--- src/rtl/bcd_alu_pkg.sv ---
package bcd_alu_pkg;

  typedef enum logic [1:0] {
    OP_ADD = 2'b00,
    OP_SUB = 2'b01,
    OP_NEG = 2'b10,
    OP_RSV = 2'b11
  } bcd_op_e;

  // Constant holding the value 6 in each of the given number of digits.
  function automatic logic [63:0] six_per_digit(input int digits);
    logic [63:0] v;
    v = '0;
    for (int i = 0; i < digits; i++) begin
      v = v | (64'h6 << (4 * i));
    end
    return v;
  endfunction

endpackage

--- src/rtl/bcd_operand_prep.sv ---
module bcd_operand_prep
  import bcd_alu_pkg::*;
#(
  parameter int DIGITS = 2
) (
  input  logic [1:0]        op,
  input  logic [4*DIGITS-1:0] dst,
  input  logic [4*DIGITS-1:0] src,
  input  logic              x_in,
  output logic [4*DIGITS:0] addend_a,
  output logic [4*DIGITS:0] addend_b,
  output logic              carry_in,
  output logic              active
);
  localparam int W = 4 * DIGITS;
  localparam logic [63:0] BIAS64 = six_per_digit(DIGITS);
  localparam logic [W:0] BIAS = BIAS64[W:0];
  localparam logic [W:0] ALL1 = '1;

  logic [W:0] src_ext;
  logic [W:0] dst_ext;

  assign src_ext = {1'b0, src};
  assign dst_ext = {1'b0, dst};

  always_comb begin
    addend_a = '0;
    addend_b = '0;
    carry_in = 1'b0;
    active   = 1'b1;
    case (bcd_op_e'(op))
      OP_ADD: begin
        addend_a = src_ext + BIAS;
        addend_b = dst_ext;
        carry_in = x_in;
      end
      OP_SUB: begin
        // The complement already carries the six-per-digit bias.
        addend_a = ALL1 - src_ext;
        addend_b = dst_ext;
        carry_in = ~x_in;
      end
      OP_NEG: begin
        addend_a = ALL1 - src_ext;
        addend_b = '0;
        carry_in = ~x_in;
      end
      default: begin
        active = 1'b0;
      end
    endcase
  end
endmodule

--- src/rtl/bcd_bias_adder.sv ---
module bcd_bias_adder
  import bcd_alu_pkg::*;
#(
  parameter int DIGITS = 2
) (
  input  logic [4*DIGITS:0] addend_a,
  input  logic [4*DIGITS:0] addend_b,
  input  logic              carry_in,
  output logic [4*DIGITS:0] sum
);
  localparam int W = 4 * DIGITS;
  localparam logic [W:0] SIX = (W + 1)'(6);

  logic [W:0] raw;
  logic [W:0] no_carry_sum;
  logic [W:0] boundary;
  logic [W:0] fix [DIGITS];
  logic [W:0] corr;

  assign raw          = addend_a + addend_b + {{W{1'b0}}, carry_in};
  assign no_carry_sum = addend_a ^ addend_b;
  assign boundary     = raw ^ no_carry_sum;

  // One correction term per digit: six back out where the digit did not carry.
  for (genvar g = 0; g < DIGITS; g++) begin : g_digit
    assign fix[g] = boundary[4*(g+1)] ? '0 : (SIX << (4 * g));
  end

  always_comb begin
    corr = '0;
    for (int i = 0; i < DIGITS; i++) begin
      corr = corr + fix[i];
    end
  end

  assign sum = raw - corr;
endmodule

--- src/rtl/bcd_flag_unit.sv ---
module bcd_flag_unit #(
  parameter int DIGITS = 2
) (
  input  logic [4*DIGITS:0]   sum,
  input  logic                z_in,
  output logic [4*DIGITS-1:0] res_nxt,
  output logic                c_nxt,
  output logic                z_nxt
);
  localparam int W = 4 * DIGITS;

  assign res_nxt = sum[W-1:0];
  assign c_nxt   = sum[W];
  assign z_nxt   = z_in & (sum[W-1:0] == '0);
endmodule

--- src/rtl/bcd_byte_alu.sv ---
module bcd_byte_alu #(
  parameter int DIGITS = 2
) (
  input  logic                 clk,
  input  logic                 rst,
  input  logic                 valid_i,
  input  logic [1:0]           op_i,
  input  logic [4*DIGITS-1:0]  dst_i,
  input  logic [4*DIGITS-1:0]  src_i,
  input  logic                 x_i,
  input  logic                 z_i,
  output logic [4*DIGITS-1:0]  result_o,
  output logic                 c_o,
  output logic                 x_o,
  output logic                 z_o,
  output logic                 done_o
);
  localparam int W = 4 * DIGITS;

  logic [W:0]   add_a;
  logic [W:0]   add_b;
  logic         cin;
  logic         op_active;
  logic [W:0]   sum;
  logic [W-1:0] res_nxt;
  logic         c_nxt;
  logic         z_nxt;

  bcd_operand_prep #(.DIGITS(DIGITS)) u_prep (
    .op       (op_i),
    .dst      (dst_i),
    .src      (src_i),
    .x_in     (x_i),
    .addend_a (add_a),
    .addend_b (add_b),
    .carry_in (cin),
    .active   (op_active)
  );

  bcd_bias_adder #(.DIGITS(DIGITS)) u_adder (
    .addend_a (add_a),
    .addend_b (add_b),
    .carry_in (cin),
    .sum      (sum)
  );

  bcd_flag_unit #(.DIGITS(DIGITS)) u_flags (
    .sum     (sum),
    .z_in    (z_i),
    .res_nxt (res_nxt),
    .c_nxt   (c_nxt),
    .z_nxt   (z_nxt)
  );

  always_ff @(posedge clk) begin
    if (rst) begin
      result_o <= '0;
      c_o      <= 1'b0;
      x_o      <= 1'b0;
      z_o      <= 1'b1;
      done_o   <= 1'b0;
    end else begin
      done_o <= valid_i;
      if (valid_i && op_active) begin
        result_o <= res_nxt;
        c_o      <= c_nxt;
        x_o      <= c_nxt;
        z_o      <= z_nxt;
      end
    end
  end
endmodule

--- config.mk ---
export PLATFORM = sky130hd
export DESIGN_NAME = bcd_byte_alu
export DESIGN_NICKNAME = d
export VERILOG_FILES = /design/src/rtl/bcd_alu_pkg.sv /design/src/rtl/bcd_operand_prep.sv /design/src/rtl/bcd_bias_adder.sv /design/src/rtl/bcd_flag_unit.sv /design/src/rtl/bcd_byte_alu.sv
export SDC_FILE = /design/constraint.sdc
export NUM_CORES = 1
export LEC_CHECK = 0
export CORE_MARGIN = 2
export CORE_UTILIZATION = 30
export DETAILED_ROUTE_END_ITERATION = 6
export PLACE_DENSITY = 0.65
export RECOVER_POWER = 100
export SYNTH_ARGS = -nofsm -noshare
export SYNTH_HDL_FRONTEND = slang
export SYNTH_SLANG_ARGS = --single-unit
--- constraint.sdc ---
create_clock -name clk -period 5 [get_ports clk]
set_input_delay 1 -clock clk [delete_from_list [all_inputs] [get_ports clk]]
set_output_delay 1 -clock clk [all_outputs]
set_load 0.005 [all_outputs]
==> flow_metrics.env, run 1 <==
export IMPL_worstHoldEndpoint="result_o[6]"
export IMPL_vias=1296
export IMPL_grt_pass1_wl_mm=5.11
export IMPL_io_pins=35
export IMPL_run_status="complete, no violations"
export IMPL_final_area_mm2=0.00192
export IMPL_fp_coreArea_mm2=0.00444
export IMPL_startpoint="op_i[0]"
export IMPL_synth_top_cell_area_share_pct=16.8
export IMPL_syn_area_per_cell_um2=7.84
export IMPL_drive_above_1_share_pct=12.9
export IMPL_worstHoldStart="result_o[6]"
export IMPL_initial_core_util_pct=31.8
export IMPL_rows=24
export IMPL_instances_no_fill=276
export IMPL_crit_arrival_ps=4900
export IMPL_cts_root_buf="clkbuf_8"
export IMPL_worstPathRequired_ps=5170
export IMPL_grt_pass1_vias=1240
export IMPL_synthCells=180
export IMPL_synth_yosys_seq_area_share_pct=15.6
export IMPL_gp_congestion=0.859
export IMPL_setup_viol=0
export IMPL_post_route_min_period_ps=4730
export IMPL_timing_hold_ws_ps=447
export IMPL_synth_ff_type="dfxtp_1"
export IMPL_area_growth_pct=35.8
export IMPL_maxSlewViolCount=0
export IMPL_dp_slack_ps=-44.9
export IMPL_start_kind="input pin"
export IMPL_finalNetCount=269
export IMPL_cts_hold_buf=0
export IMPL_synth_edff_count=0
export IMPL_fin_crit_sh_pct=94.6
export IMPL_worstReg2RegStart="result_o[1]"
export IMPL_port_buffers=34
export IMPL_r2r_end="result_o[1]"
export IMPL_ys_warn_count=0
export IMPL_worst_slew_pin_slew_ps=582
export IMPL_ys_seq_elements=11
export IMPL_reg2reg_setup_slack_ps=4330
export IMPL_grt_use_total_pct=11.9
export IMPL_die_area_mm2=0.00527
export IMPL_clockBufferDepth=2
export IMPL_synth_most_common_cell="nor2_1"
export IMPL_max_freq_mhz=211
export IMPL_dr_pass1_iters=4
export IMPL_antenna_found_initial=0
export IMPL_ir_worst_vdd_mv=0.0896
export IMPL_die_x_um=72.6
export IMPL_crit_path_end_kind="register"
export IMPL_cts_tree="yes"
export IMPL_die_h_um=72.6
export IMPL_finClkSkew_ps=0
export IMPL_insertion_delay_ps=230
export IMPL_dp_hpwl_mm=2.58
export IMPL_reg2reg_depth=2
export IMPL_clkTransAtPathRegs_ps=50
export IMPL_htree_levels=1
export IMPL_worstHoldPathCells=2
export IMPL_cap_violations=0
export IMPL_drc=0
export IMPL_final_antenna_net_count=0
export IMPL_gr_total_overflow=0
export IMPL_diodes=0
export IMPL_dp_cells=272
export IMPL_leakage_nw=0.881
export IMPL_hold_class="reg -> reg"
export IMPL_slew_headroom_pct=61.1
export IMPL_final_setup_worst_slack_ps=268
export IMPL_path_max_fanout=5
export IMPL_synth_distinct_cells=43
export IMPL_grt_start_max_net_pins=12
export IMPL_cts_buffers=3
export IMPL_rsz0062_at_grt="no"
export IMPL_critical_path_class="in -> reg"
export IMPL_yosys_top_cells_count="nor2_1 (23), a21oi_1 (19), ha_1 (19)"
export IMPL_drt_wl_total_mm=3.02
export IMPL_cts_sinks=11
export IMPL_wire_per_inst_um=10.9
export IMPL_p_per_area_mw_per_mm2=277
export IMPL_synthesis_area_mm2=0.00141
export IMPL_drt_iter0_drc=33
export IMPL_synthArstFlopShare_pct=0
export IMPL_syn_nets=224
export IMPL_yosys_area_top_type="ha_1"
export IMPL_place_area_mm2=0.00186
export IMPL_synth_area_leaders="ha_1 (17%), dfxtp_1 (16%), a21oi_1 (6.7%), nor2_1 (6.1%), nor2b_1 (5.3%)"
export IMPL_hold_violations=0
export IMPL_viasPerCell=4.70
[final cells by class]
cell class	instances	area [um^2]
clock buffer	4	45.0
tap	52	65.1
timing repair buffer	47	434
fill	457	2530
sequential	11	220
inverter	13	48.8
multi-input combinational	149	1100
[how the worst max path moves through the flow]
stage | to | depth (start not counted)
final | x_o | 20
after global routing | x_o | 20
after CTS | x_o | 18
after detailed placement | x_o | 18
after global placement | x_o | 18
after floorplan | z_o | 17
[sequential cells by signal, indices dropped and copies added (netlist names)]
signal,count
done_o,1
x_o,1
result_o,8
z_o,1
[placed cells by master, fill, tap and decap left out, types with 4 or more instances in the layout]
master           netlist  final
ha_1                  19     19
nand2b_1               4      4
inv_1                 13     13
dfxtp_1               11     11
buf_4                  1     12
nor2_1                23     23
clkdlybuf4s50_1        0     21
a21oi_1               19     18
nand2_1               14     14
nor2b_1               12     13
o21ai_0                4      4
nor3_1                 4      4
dlygate4sd3_1          0     13
xor2_1                 7      7
xnor2_1                5      5
[worst max-delay path: stages]
cell	delay [ps]
clkdlybuf4s50_1	470
inv_1	50
ha_1	320
mux2_2	290
fa_1	410
a21o_1	180
a21oi_2	150
nor2b_1	70
o21a_1	200
nor2_1	120
xor2_1	190
ha_1	170
inv_1	40
ha_1	340
nand2_1	80
o21ai_0	200
a21oi_2	60
xnor3_1	320
o21a_1	170
nor2_1	70
[metal layers]
layer	up-vias	track usage [%]	share of wire (%)	wire length [um]
met3	2	1.66	2.4	72
li1	701	-	-	-
met5	-	0	0	0
met2	23	21.6	49	1490
met4	0	2.47	0.56	17
met1	570	14.8	48	1440
[cell families (layout without fill, tap and decap cells)]
logic type | after synthesis | count (layout) | synth area share [%]
flip-flops | 11 | 11 | 15.6
AO/OA/AOI/OAI | 43 | 43 | 20.7
adder cells (fa/ha/maj) | 21 | 21 | 19.7
XOR/XNOR | 14 | 14 | 10.2
buffers and inverters | 20 | 64 | 7.36
multiplexers | 2 | 2 | 1.60
AND/OR/NAND/NOR | 69 | 69 | 24.8
[where the power goes]
part / switching (mW) / internal, mW
clock: 0.0328 / 0.0559
sequential: 0.00689 / 0.103
combinational: 0.162 / 0.170
[per-stage QoR]
stage	setup TNS (ps)	power (mW)	util, %
after global routing	0	0.580	43.1
final	0	0.530	43.1
after floorplan	0	0.341	-
after CTS	0	0.539	42.8
after global placement	0	0.443	41.8
after detailed placement	-44.9	0.449	41.8
[timing repair]
item,4_1_cts,5_1_grt
buffers inserted,0,0
gates resized for setup,0,5
setup endpoints to repair,0,2
No activity file was read; power rests on OpenSTA's default activity.
==> inputs of run 2 (changes only) <==
==> constraint.sdc (replaced) <==
create_clock -name clk -period 5.33 [get_ports clk]
set_input_delay 1.066 -clock clk [delete_from_list [all_inputs] [get_ports clk]]
set_output_delay 1.066 -clock clk [all_outputs]
set_load 0.005 [all_outputs]
==> flow_metrics.env, run 2 (synthesis gave the netlist of run 1 again) <==
export IMPL_run_status="complete, no violations"
export IMPL_leakage_nw=0.833
export IMPL_worstReg2RegStart="result_o[1]"
export IMPL_dr_pass1_iters=4
export IMPL_grt_pass1_wl_mm=5.19
export IMPL_gr_total_overflow=0
export IMPL_die_area_mm2=0.00527
export IMPL_slowest_delay_ps=500
export IMPL_p_per_area_mw_per_mm2=261
export IMPL_start_kind="input pin"
export IMPL_drt_wl_total_mm=2.85
export IMPL_die_h_um=72.6
export IMPL_max_freq_mhz=199
export IMPL_vias=1289
export IMPL_layout_commonest_cell="nor2_1"
export IMPL_fin_crit_sh_pct=94.5
export IMPL_htree_levels=1
export IMPL_wire_per_inst_um=10.6
export IMPL_reg2reg_setup_slack_ps=4670
export IMPL_cts_root_buf="clkbuf_8"
export IMPL_rsz0062_at_grt="no"
export IMPL_cts_tree="yes"
export IMPL_finClkSkew_ps=0
export IMPL_post_route_min_period_ps=5040
export IMPL_cts_sinks=11
export IMPL_max_flop_register="result_o"
export IMPL_crit_slowest_cell="clkdlybuf4s50_1"
export IMPL_drt_iter0_drc=49
export IMPL_worstHoldStart="result_o[6]"
export IMPL_worstHoldPathCells=2
export IMPL_post_cts_buffers=0
export IMPL_diodes=0
export IMPL_ir_worst_vdd_mv=0.0754
export IMPL_io_pins=35
export IMPL_grt_use_total_pct=12.0
export IMPL_final_cell_mix="nor2_1 (23), clkdlybuf4s50_1 (21), a21oi_1 (19), ha_1 (19), nand2_1 (14)"
export IMPL_finalNetCount=261
export IMPL_final_antenna_net_count=0
export IMPL_hold_violations=0
export IMPL_cts_buffers=3
export IMPL_maxSlewViolCount=0
export IMPL_path_cells="clkdlybuf4s50_1 > inv_1 > ha_1 > mux2_1 > fa_1 > inv_1 > fa_1 > nor2b_4 > o31a_2 > inv_1 > clkbuf_1 > ha_1 > nand2b_1 > a21oi_1 > o21ai_0 > a21oi_2 > xnor3_1 > o21a_1 > nor2_1"
export IMPL_ctsResizeCount=0
export IMPL_drive_above_1_share_pct=7.41
export IMPL_worst_slew_pin_slew_ps=537
export IMPL_clkTransAtPathRegs_ps=50
export IMPL_fp_coreArea_mm2=0.00444
export IMPL_r2r_end="result_o[1]"
export IMPL_cap_violations=0
export IMPL_largest_reg_flops=8
export IMPL_timing_hold_ws_ps=448
export IMPL_dp_hpwl_mm=2.41
export IMPL_grt_pass1_vias=1280
export IMPL_setup_viol=0
export IMPL_drc=0
export IMPL_antenna_found_initial=0
export IMPL_crit_top_cell="inv_1"
export IMPL_grt_start_max_net_pins=12
export IMPL_port_buffers=34
export IMPL_reg2reg_depth=2
export IMPL_initial_core_util_pct=31.8
export IMPL_critical_path_class="in -> reg"
export IMPL_gp_congestion=0.819
export IMPL_worstPathRequired_ps=5500
export IMPL_insertion_delay_ps=240
export IMPL_worstHoldEndpoint="result_o[6]"
export IMPL_crit_arrival_ps=5210
export IMPL_path_max_fanout=4
export IMPL_cts_hold_buf=0
export IMPL_hold_class="reg -> reg"
export IMPL_rows=24
export IMPL_final_setup_tns_ps=0
export IMPL_clockBufferDepth=2
export IMPL_die_x_um=72.6
export IMPL_crit_path_end_kind="register"
export IMPL_slew_headroom_pct=64.1
export IMPL_area_growth_pct=29.9
export IMPL_viasPerCell=4.81
run 2: report_power, final:
| group | switching, mW | internal (mW) |
|---|---|---|
| registers | 0.00621 | 0.0968 |
| clock network | 0.0315 | 0.0525 |
| logic | 0.145 | 0.147 |
run 2: worst max-delay path, delay by kind of cell:
| kind | cells | cell delay (ps) |
|---|---|---|
| muxes | 1 | 320 |
| adders and majority gates | 4 | 1260 |
| and+or+nand+nor | 3 | 290 |
| xor gates and xnor gates | 1 | 330 |
| buffers and inverters | 5 | 880 |
| AOI/OAI and AO/OA | 5 | 1060 |
run 2: cell type report:
cell class,instances,area (um^2)
fill,479,2610
multi-input combinational,149,1080
timing repair buffer,39,374
sequential,11,220
tap,52,65.1
inverter,13,48.8
clock buffer,4,45.0
run 2: stage by stage:
stage	instances	power, mW	area (um^2)	utilization [%]	setup slack, ps
2_1_floorplan	180	0.320	1410	-	781
3_3_place_gp	264	0.406	1800	40.5	100
3_5_place_dp	264	0.410	1800	40.5	90.9
4_1_cts	268	0.495	1840	41.5	332
5_1_grt	268	0.528	1830	41.2	25.2
6_report	268	0.478	1830	41.2	294
run 2: how the worst max path moves through the flow:
stage	from	to	slack [ps]	depth (start not counted)
finish	op_i[0]	x_o	290	19
global placement	op_i[0]	x_o	100	20
detailed placement	op_i[0]	x_o	90	22
CTS	op_i[0]	x_o	330	22
floorplan	op_i[0]	z_o	780	17
global route	op_i[0]	x_o	30	21
run 2: metal layers:
| layer | global-route usage [%] | wire, um | vias to the layer above |
|---|---|---|---|
| met4 | 2.47 | 29 | 0 |
| met2 | 20.9 | 1320 | 22 |
| met1 | 14.9 | 1390 | 578 |
| met3 | 3.18 | 107 | 4 |
| li1 | - | - | 685 |
| met5 | 0 | 0 | - |
==> inputs of run 3 (changes only) <==
--- a/config.mk
+++ b/config.mk
@@ -5,11 +5,13 @@
 export SDC_FILE = /design/constraint.sdc
 export NUM_CORES = 1
 export LEC_CHECK = 0
+export ABC_CLOCK_PERIOD_IN_PS = 5330
 export CORE_MARGIN = 2
 export CORE_UTILIZATION = 30
 export DETAILED_ROUTE_END_ITERATION = 6
-export PLACE_DENSITY = 0.65
+export PLACE_DENSITY = 0.61
 export RECOVER_POWER = 100
+export SLEW_MARGIN = 0
 export SYNTH_ARGS = -nofsm -noshare
 export SYNTH_HDL_FRONTEND = slang
 export SYNTH_SLANG_ARGS = --single-unit
==> flow_metrics.env, run 3 (synthesis gave the netlist of run 1 again) <==
export IMPL_fin_crit_sh_pct=93.5
export IMPL_grt_start_max_net_pins=12
export IMPL_cts_buffers=3
export IMPL_final_antenna_net_count=0
export IMPL_dr_pass1_iters=4
export IMPL_drive_above_1_share_pct=8.29
export IMPL_crit_top_cell="inv_1"
export IMPL_fill_cells=476
export IMPL_path_cells="clkdlybuf4s50_1 > inv_1 > ha_1 > mux2_2 > fa_1 > inv_1 > fa_1 > nor2b_4 > o31a_2 > inv_1 > clkbuf_1 > ha_1 > nand2b_1 > a21oi_1 > o21ai_0 > a21oi_2 > xnor3_1 > o21a_1 > nor2_1"
export IMPL_final_cell_mix="nor2_1 (23), clkdlybuf4s50_1 (21), a21oi_1 (19), ha_1 (19), nand2_1 (14)"
export IMPL_slowest_delay_ps=500
export IMPL_place_area_mm2=0.00181
export IMPL_fp_coreArea_mm2=0.00444
export IMPL_clockBufferDepth=2
export IMPL_rsz0062_at_grt="no"
export IMPL_drt_iter0_drc=28
export IMPL_drc=0
export IMPL_worst_slew_pin_slew_ps=573
export IMPL_cp_top_family="adder cells"
export IMPL_grt_pass1_vias=1231
export IMPL_clkTransAtPathRegs_ps=50
export IMPL_p_per_area_mw_per_mm2=258
export IMPL_die_h_um=72.6
export IMPL_maxSlewViolCount=0
export IMPL_port_buffers=34
export IMPL_area_growth_pct=30.4
export IMPL_reg2reg_setup_slack_ps=4670
export IMPL_htree_levels=1
export IMPL_final_area_mm2=0.00184
export IMPL_max_flop_register="result_o"
export IMPL_cap_violations=0
export IMPL_worstPathRequired_ps=5510
export IMPL_setup_viol=0
export IMPL_antenna_found_initial=0
export IMPL_finalNetCount=262
export IMPL_slew_headroom_pct=61.7
export IMPL_ctsResizeCount=0
export IMPL_cts_tree="yes"
export IMPL_layout_commonest_cell="nor2_1"
export IMPL_gp_congestion=0.757
export IMPL_drt_met1_wl_mm=1.35
export IMPL_cts_hold_buf=0
export IMPL_final_setup_tns_ps=0
export IMPL_viasPerCell=4.80
export IMPL_run_status="complete, no violations"
export IMPL_crit_arrival_ps=5160
export IMPL_die_area_mm2=0.00527
export IMPL_leakage_nw=0.837
export IMPL_cts_root_buf="clkbuf_8"
export IMPL_die_x_um=72.6
export IMPL_grt_pass1_wl_mm=5.02
export IMPL_post_route_min_period_ps=4980
export IMPL_start_kind="input pin"
export IMPL_routed_wl_met2_mm=1.36
export IMPL_diodes=0
export IMPL_hold_class="reg -> reg"
export IMPL_drt_wl_total_mm=2.84
export IMPL_hold_violations=0
export IMPL_grt_use_total_pct=11.8
export IMPL_io_pins=35
export IMPL_cts_sinks=11
export IMPL_ir_worst_vdd_mv=0.122
export IMPL_post_cts_buffers=0
export IMPL_path_max_fanout=4
export IMPL_wire_per_inst_um=10.6
export IMPL_rows=24
export IMPL_route_met3_wl_um=108
export IMPL_crit_slowest_cell="clkdlybuf4s50_1"
export IMPL_critical_path_class="in -> reg"
export IMPL_vias=1290
export IMPL_max_freq_mhz=201
export IMPL_crit_path_end_kind="register"
export IMPL_top_layer_used="met4"
export IMPL_initial_core_util_pct=31.8
export IMPL_finClkSkew_ps=0
export IMPL_total_power_mw=0.475
export IMPL_insertion_delay_ps=240
export IMPL_dp_hpwl_mm=2.45
export IMPL_crit_buf_inv=5
export IMPL_largest_reg_flops=8
export IMPL_gr_total_overflow=0
==> run 3: changes by cell type in the layout (fill, tap and decap cells not counted), sizes merged <==
cell  before  now
buf        4    5
==> run 3: path summary, 6_finish.rpt <==
check	startpoint	endpoint	depth (start not counted)
min reg2reg	result_o[6]	result_o[6]	2
max	op_i[0]	x_o	19
max reg2reg	result_o[1]	result_o[1]	2
min	result_o[6]	result_o[6]	2
==> run 3: layout make-up <==
type	count	area [um^2]	share of cell area, %
sequential	11	220	12.0
multi-input combinational	149	1080	58.7
timing repair buffer	40	382	20.7
clock buffer	4	45.0	2.45
inverter	13	48.8	2.65
tap	52	65.1	3.54
==> run 3: worst register-to-register path, delay by kind of cell, from the launching register on <==
family	cells	cell delay, ps
AO/OA/AOI/OAI	1	210
AND/OR/NAND/NOR	1	50
flip-flops	1	320
==> run 3: where the power goes <==
part	internal (mW)	switching, mW	total [mW]
logic	0.148	0.142	0.290
registers	0.0969	0.00627	0.103
clock network	0.0523	0.0294	0.0817
==> run 3: per-layer routing <==
layer,up-vias,track usage (%)
li1,685,-
met1,570,14.0
met5,-,0
met4,0,3.09
met2,31,21.1
met3,4,2.90
==> run 3: through the flow <==
step / hold slack, ps / setup slack, ps / instances / utilization, %
after floorplan: 448 / 781 / 180 / -
after global placement: 440 / 173 / 265 / 40.7
after detailed placement: 446 / 146 / 265 / 40.7
after CTS: 453 / 383 / 269 / 41.7
after global routing: 482 / 42.4 / 269 / 41.4
final: 445 / 346 / 269 / 41.4
